$ cat config.mk
export PLATFORM = sky130hd
export DESIGN_NAME = stall_guard
export DESIGN_NICKNAME = d
export VERILOG_FILES = /design/src/rtl/sg_pkg.sv /design/src/rtl/sg_window_cnt.sv /design/src/rtl/sg_por_pulse.sv /design/src/rtl/sg_trip_latch.sv /design/src/rtl/stall_guard.sv
export SDC_FILE = /design/constraint.sdc
export NUM_CORES = 1
export LEC_CHECK = 0
export BUFFER_PORTS_ARGS = -buffer_cell sky130_fd_sc_hd__buf_4
export CAP_MARGIN = 20
export CORE_MARGIN = 8
export CORE_UTILIZATION = 36
export CTS_BUF_LIST = sky130_fd_sc_hd__clkbuf_4 sky130_fd_sc_hd__clkbuf_8
export CTS_CLUSTER_DIAMETER = 150
export DETAILED_ROUTE_END_ITERATION = 8
export SYNTH_ARGS = -nofsm -noshare
export SYNTH_HDL_FRONTEND = slang
export SYNTH_SLANG_ARGS = --single-unit
$ cat constraint.sdc
create_clock -name clk -period 4.5 [get_ports clk]
set_clock_uncertainty 0.2 [all_clocks]
set_input_delay 0.9 -clock clk [delete_from_list [all_inputs] [get_ports clk]]
set_output_delay 0.9 -clock clk [all_outputs]
set_load 0.01 [all_outputs]
$ cat src/rtl/sg_pkg.sv
package sg_pkg;
  localparam int DEF_STALL_W   = 16;
  localparam int DEF_LOSS_W    = 12;
  localparam int DEF_POR_TICKS = 4;
endpackage

$ cat src/rtl/sg_window_cnt.sv
module sg_window_cnt #(
  parameter int W = 16
) (
  input  logic         clk,
  input  logic         rst_n,
  input  logic         clr,
  input  logic         inc,
  input  logic [W-1:0] limit,
  output logic         hit
);
  localparam logic [W-1:0] CNT_MAX = {W{1'b1}};

  logic [W-1:0] cnt_q, cnt_d;
  logic [W:0]   cnt_plus;

  assign cnt_plus = {1'b0, cnt_q} + (W+1)'(1);

  always_comb begin
    cnt_d = cnt_q;
    if (clr)
      cnt_d = '0;
    else if (inc && (cnt_q != CNT_MAX))
      cnt_d = cnt_q + W'(1);
  end

  assign hit = inc && !clr && (cnt_plus >= {1'b0, limit});

  always_ff @(posedge clk or negedge rst_n) begin
    if (!rst_n)
      cnt_q <= '0;
    else
      cnt_q <= cnt_d;
  end
endmodule

$ cat src/rtl/sg_por_pulse.sv
module sg_por_pulse #(
  parameter int TICKS = 4
) (
  input  logic clk,
  input  logic rst_n,
  input  logic tick,
  output logic init_rst
);
  localparam int CW = $clog2(TICKS + 1);
  localparam logic [CW-1:0] LAST = CW'(TICKS - 1);

  logic [CW-1:0] cnt_q, cnt_d;
  logic          init_q, init_d;
  logic          adv;

  assign adv = init_q && tick;

  always_comb begin
    cnt_d  = cnt_q;
    init_d = init_q;
    if (adv) begin
      if (cnt_q == LAST)
        init_d = 1'b0;
      else
        cnt_d = cnt_q + CW'(1);
    end
  end

  always_ff @(posedge clk or negedge rst_n) begin
    if (!rst_n) begin
      cnt_q  <= '0;
      init_q <= 1'b1;
    end else begin
      cnt_q  <= cnt_d;
      init_q <= init_d;
    end
  end

  assign init_rst = init_q;
endmodule

$ cat src/rtl/sg_trip_latch.sv
module sg_trip_latch (
  input  logic clk,
  input  logic rst_n,
  input  logic clr,
  input  logic set,
  output logic q
);
  logic q_q, q_d;

  always_comb begin
    q_d = q_q;
    if (clr)
      q_d = 1'b0;
    else if (set)
      q_d = 1'b1;
  end

  always_ff @(posedge clk or negedge rst_n) begin
    if (!rst_n)
      q_q <= 1'b0;
    else
      q_q <= q_d;
  end

  assign q = q_q;
endmodule

$ cat src/rtl/stall_guard.sv
module stall_guard #(
  parameter int STALL_W   = sg_pkg::DEF_STALL_W,
  parameter int LOSS_W    = sg_pkg::DEF_LOSS_W,
  parameter int POR_TICKS = sg_pkg::DEF_POR_TICKS
) (
  input  logic               clk,
  input  logic               rst_n,
  input  logic               run_i,
  input  logic               locked_i,
  input  logic               decel_i,
  input  logic               tick_i,
  input  logic               ref_edge_i,
  input  logic               guard_en_i,
  input  logic [STALL_W-1:0] stall_limit_i,
  input  logic [LOSS_W-1:0]  loss_limit_i,
  output logic               drive_off_o,
  output logic               init_rst_o
);
  logic init_rst;
  logic stall_clr, loss_clr;
  logic stall_hit, loss_hit;
  logic trip_set, latch_clr;

  sg_por_pulse #(.TICKS(POR_TICKS)) u_por (
    .clk      (clk),
    .rst_n    (rst_n),
    .tick     (tick_i),
    .init_rst (init_rst)
  );

  // stall window: cleared unless running, unlocked and not decelerating
  assign stall_clr = init_rst || !run_i || locked_i || decel_i;

  sg_window_cnt #(.W(STALL_W)) u_stall_win (
    .clk   (clk),
    .rst_n (rst_n),
    .clr   (stall_clr),
    .inc   (tick_i),
    .limit (stall_limit_i),
    .hit   (stall_hit)
  );

  // reference-loss window: cleared by each reference edge
  assign loss_clr = init_rst || !run_i || ref_edge_i;

  sg_window_cnt #(.W(LOSS_W)) u_loss_win (
    .clk   (clk),
    .rst_n (rst_n),
    .clr   (loss_clr),
    .inc   (tick_i),
    .limit (loss_limit_i),
    .hit   (loss_hit)
  );

  assign trip_set  = guard_en_i && (stall_hit || loss_hit);
  assign latch_clr = init_rst || !run_i;

  sg_trip_latch u_latch (
    .clk   (clk),
    .rst_n (rst_n),
    .clr   (latch_clr),
    .set   (trip_set),
    .q     (drive_off_o)
  );

  assign init_rst_o = init_rst;
endmodule

Word-level counts from Yosys, hierarchy flattened. Index checks and enable logic that the tools add are counted.

Register bits: 33. Latch bits: 0. Memory bits (writable): 0. Memory bits (read-only): 0. Input port bits: 36. Output and inout bits: 2. Logic and storage cells: 43. Memories kept: 0.

$add $sub $neg: 5. $mul: 0. Div/mod/pow operators: 0. $lt $le $gt $ge: 2. Eq/ne operators: 3. Shifts and indexed selects: 0. Muxes and demuxes: 6. Bitwise gates (word level): 1. Reduce and logical (&&, ||, !) cells: 21.

Operators with widths (number): 16-bit 2-to-1 mux (2); 12-bit 2-to-1 mux (2); 16-bit by 1-bit adder with 17-bit output, second input constant (1); 17-bit by 16-bit >= comparator with 1-bit output (1); 16-bit by 1-bit adder with 16-bit output, second input constant (1); 16-bit inequality test, second input constant (1); 12-bit by 1-bit adder with 13-bit output, second input constant (1); 13-bit by 12-bit >= comparator with 1-bit output (1); 12-bit by 1-bit adder with 12-bit output, second input constant (1); 12-bit inequality test, second input constant (1); 1-bit logical AND (8); 2-bit nonzero test (3); 1-bit logical OR (5); 2-bit AND reduction (2); 3-bit by 1-bit adder with 3-bit output, second input constant (1); 3-bit by 2-bit == test with 1-bit output, second input constant (1); 1-bit logical NOT (3); 1-bit 2-to-1 mux (2); 1-bit inverter (1).

Depth between registers and ports, before layout.
Depth in word-level cells: 11. Depth in mapped cells: 11. Gate-level depth less buffers: 11.

Cells and area by module. From an unflattened synthesis, not the netlist that was laid out.

Cells, all modules: 309. Area total of the unflattened synthesis: 2727.6 um2.

Modules (own cells, without submodules): sg_window_cnt at u_stall_win (times used 1, cells each 170, area an instance 1412.6 um2, sequential area each 400.4 um2); sg_window_cnt at u_loss_win (times used 1, cells each 121, area an instance 1056.0 um2, sequential area each 300.3 um2); sg_por_pulse (times used 1, cells each 12, area an instance 191.4 um2, sequential area each 101.3 um2); sg_trip_latch (times used 1, cells each 2, area an instance 35.0 um2, sequential area each 25.0 um2); stall_guard (times used 1, cells each 4, area an instance 32.5 um2, sequential area each 0.0 um2).

Least setup slack after synthesis. Ideal clock, no wire load.

Path kind: reg2reg. Start: reg u_loss_win.cnt_q[0]. End: reg u_latch.q_q, in the netlist u_latch.q. Library setup time: 0.122 ns. Arrival time: 2.572 ns. Required time: 4.178 ns. Slack: 1.607 ns. Cell stages (with the launch flop): 11. Path buffers: 0. Clock period less this slack: 2.893 ns. Cell sequence: dfrtp_1 ha_1 nand3_1 nor3_1 xor2_1 ha_1 a21o_1 a221o_1 a31oi_1 o211ai_1 a32o_1.

Cells in the longest elaborated chain, start to end: 6.

Ends and longest elaborated chain: start, declared (line sg_window_cnt.sv:13) `logic [W-1:0] cnt_q, cnt_d;`; start signal, assigned (line sg_window_cnt.sv:32) `cnt_q <= cnt_d;`; 12-bit by 1-bit adder with 13-bit output (line sg_window_cnt.sv:16) `assign cnt_plus = {1'b0, cnt_q} + (W+1)'(1);`; 13-bit by 12-bit >= comparator with 1-bit output (line sg_window_cnt.sv:26) `assign hit = inc && !clr && (cnt_plus >= {1'b0, limit});`; 1-bit logical AND (line sg_window_cnt.sv:26); 1-bit logical OR (line stall_guard.sv:55) `assign trip_set = guard_en_i && (stall_hit || loss_hit);`; 1-bit logical AND (line stall_guard.sv:55); 2-bit nonzero test (no source line); end signal, assigned (line sg_trip_latch.sv:22) `q_q <= q_d;`; end, declared (line sg_trip_latch.sv:8) `logic q_q, q_d;`.

Every way passes these cells. A chain may end at the register's enable or synchronous reset.

Worst setup path after layout. Same ends and word-level chain as after synthesis.

==> impl_metrics.tcl <==
set metrics [dict create \
    cp.arrival_ps 3130 \
    cellPowerDensity_mw_per_mm2 188 \
    cts_hold_buf 0 \
    final.setup.tns_ps 0 \
    crit_family "compound AO/OA/AOI/OAI gates" \
    synth-seq-cells 33 \
    p_switching_mw 0.152 \
    yosysSeqAreaShare_pct 30.3 \
    finalSetupViolations 0 \
    power_frac_seq_pct 50.1 \
    area_growth_pct 16.1 \
    slew_headroom_pct 41.7 \
    antenna_found_initial 0 \
    syn_inst 318 \
    gr-total-overflow 0 \
    ctsResizeCount 0 \
    place.gp.congestion 0.798 \
    cts_tree "built" \
    fin_nets 419 \
    synth_top_family_by_area "simple AND/OR/NAND/NOR gates" \
    antenna_cells 0 \
    die_w_um 103 \
    clock-root-buffer "clkbuf_8" \
    die_h_um 103 \
    grt_setup_unrepaired "false" \
    avgSynthCellArea_um2 8.58 \
    final_cell_count_no_fill 451 \
    coreArea_mm2 0.00729 \
    worstSetupPathType "flip-flop to flip-flop" \
    maxSlewViolCount 0 \
    path_common_cell "ha_1" \
    wl_per_cell_um 13.0 \
    fin_crit_sh_pct 70.1 \
    clkSinkCount 33 \
    peakVddDrop_uv 91.7 \
    power_mw 0.597 \
    path_cells "ha_1 > nand3_1 > nor3_1 > xor2_1 > ha_1 > a21o_1 > a221o_1 > a31oi_1 > o211ai_1 > a32o_1" \
    port_buffers 37 \
    die_area_mm2 0.0106 \
    comb_power_share_pct 11.9 \
    hp-class "flip-flop to flip-flop" \
    cts_buffers 5 \
    grt_first_pass_wirelength_um 9890 \
    ys_types 50 \
    wl_um 5870 \
    grt_max_degree 34 \
    post-dp-hpwl_um 4560 \
    postRouteAntennaNets 0 \
    cts.clk_slew.worst_paths_ps 70 \
    synth_fa_ha_area_share_pct 14.7 \
    synthMuxAreaShare_pct 1.15 \
    yosys_warnings 0 \
    synth_compound_area_share_pct 12.6 \
    p_leak_nw 1.54 \
    worst_pin_slew_ps 865 \
    p_clk_share_pct 38.0 \
    finalHoldViolCount 0 \
    cp-start-kind "flip-flop" \
    insertion_delay_ps 290 \
    p_int_mw 0.445 \
    track_usage_pct 11.8 \
    synthArstFlopShare_pct 100 \
    initial_core_util_pct 37.4 \
    yosysTopAreaCell "dfrtp_1" \
    grt_pass1_vias 2206 \
    switching_share_pct 25.5 \
    synth_simple_gate_area_share_pct 22.6 \
    max_stage_delay_ps 450 \
    netlist_top_cells_area "dfrtp_1 29%, ha_1 15%, xor2_1 6.7%, xnor2_1 5.8%, inv_1 4.4%" \
    dr.first_iter.drc_count 92 \
    synth-edff-count 0 \
    fmax_mhz 317 \
    clockBufferDepth 2 \
    cp_num_buf_inv 0 \
    synth_nets 386 \
    period_minus_slack_ps 3150 \
    mostFrequentLayoutCells "37 x buf_4, 32 x nor2_1, 32 x inv_1, 32 x ha_1, 32 x dfrtp_1" \
    vias 2232 \
    std_cell_rows 31 \
    drc 0 \
    required_ps 4480 \
    slowest_stage "dfrtp_1" \
    vias_per_cell 4.95 \
    cp-end-kind "flip-flop" \
    critPathMaxFanout 8 \
    place_inst 443 \
    ys.flop_type "dfrtp_1" \
    synthDominantCellAreaShare_pct 29.4 \
    status "completed" \
    cap_viol_max_count 0 \
    drive_gt1_share_pct 17.0 \
    dr.pass1.iters 4 \
    io-pin-count 38 \
    syn_area_mm2 0.00273 \
    layout_commonest_cell "buf_4" \
    yosys.area_share.xor_xnor_pct 12.5 \
    post-cts-setup-buffer-count 0 \
    htree_levels 2 \
]
==> power groups by stage <==
stage | registers [mW] | logic (mW) | clock network (mW)
after global placement | 0.305 | 0.0710 | 0
after CTS | 0.299 | 0.0726 | 0.236
after floorplan | 0.305 | 0.0334 | 0
final | 0.299 | 0.0710 | 0.227
after detailed placement | 0.305 | 0.0723 | 0
after global routing | 0.299 | 0.0812 | 0.249
==> path summary, 6_finish.rpt <==
path                                                      start                         endpoint  slack (ps)  cells past startpoint
worst max-delay path            u_loss_win.cnt_q[0]$_DFFE_PN0P_            u_latch.q$_DFFE_PN0P_        1350                     10
worst min-delay path                 u_por.cnt_q[2]$_DFFE_PN0P_       u_por.cnt_q[2]$_DFFE_PN0P_         280                      2
worst max register to register  u_loss_win.cnt_q[0]$_DFFE_PN0P_            u_latch.q$_DFFE_PN0P_        1350                     10
worst min register to register       u_por.cnt_q[2]$_DFFE_PN0P_       u_por.cnt_q[2]$_DFFE_PN0P_         280                      2
max in group asynchronous                                 rst_n       u_por.init_rst$_DFFE_PN1P_        3400                      1
min in group asynchronous                                 rst_n  u_loss_win.cnt_q[4]$_DFFE_PN0P_         360                      1
==> metal layers <==
layer | part of all wire [%] | vias up | GRT usage, %
met5 | 0 | - | 0
met4 | 0.87 | 0 | 4.00
met3 | 5.2 | 5 | 2.97
met2 | 46 | 45 | 20.0
met1 | 48 | 1013 | 14.2
li1 | - | 1169 | -
==> worst min-delay path: cells and delay by family (launching register included) <==
family | cells | cell delay, ps
flip-flops | 1 | 340
AND/OR/NAND/NOR | 1 | 40
AO/OA/AOI/OAI | 1 | 60
==> state kept, by name (all words and copies together), names as in the netlist <==
| name | flops |
|---|---|
| u_latch.q | 1 |
| u_por.init_rst | 1 |
| u_stall_win.cnt_q | 16 |
| u_loss_win.cnt_q | 12 |
| u_por.cnt_q | 3 |
==> cell families after synthesis <==
kind of cell	count (synthesis)
buffers and inverters	43
and+or+nand+nor	117
muxes	3
AOI/OAI and AO/OA	51
DFF	33
xor gates and xnor gates	39
adders and majority gates	32
==> cell type report <==
class                           instances  area (um^2)
Clock buffer                            6         76.3
Clock inverter                          2         10.0
Fill cell                             776         4120
Inverter                               32          120
Multi-Input combinational cell        242         1730
Sequential cell                        33          827
Tap cell                               99          124
Timing Repair Buffer                   37          278
==> through the flow <==
| stage | area (um^2) | hold WS, ps | util, % | setup slack (ps) |
|---|---|---|---|---|
| 2_1_floorplan | 2730 | 250 | - | 1610 |
| 3_3_place_gp | 3080 | 267 | 42.3 | 1440 |
| 3_5_place_dp | 3080 | 271 | 42.3 | 1350 |
| 4_1_cts | 3170 | 287 | 43.4 | 1350 |
| 5_1_grt | 3170 | 309 | 43.4 | 1140 |
| 6_report | 3170 | 282 | 43.4 | 1350 |
==> cells in the mapped netlist, drive strengths merged (11+ instances only) <==
cell type  number
xor2           21
nand2          23
nor2           32
nand4          13
nand3          11
nor3           13
dfrtp          32
inv            32
ha             32
xnor2          18
o21ai          16
a21oi          14
(Power assumes the default switching activity.)
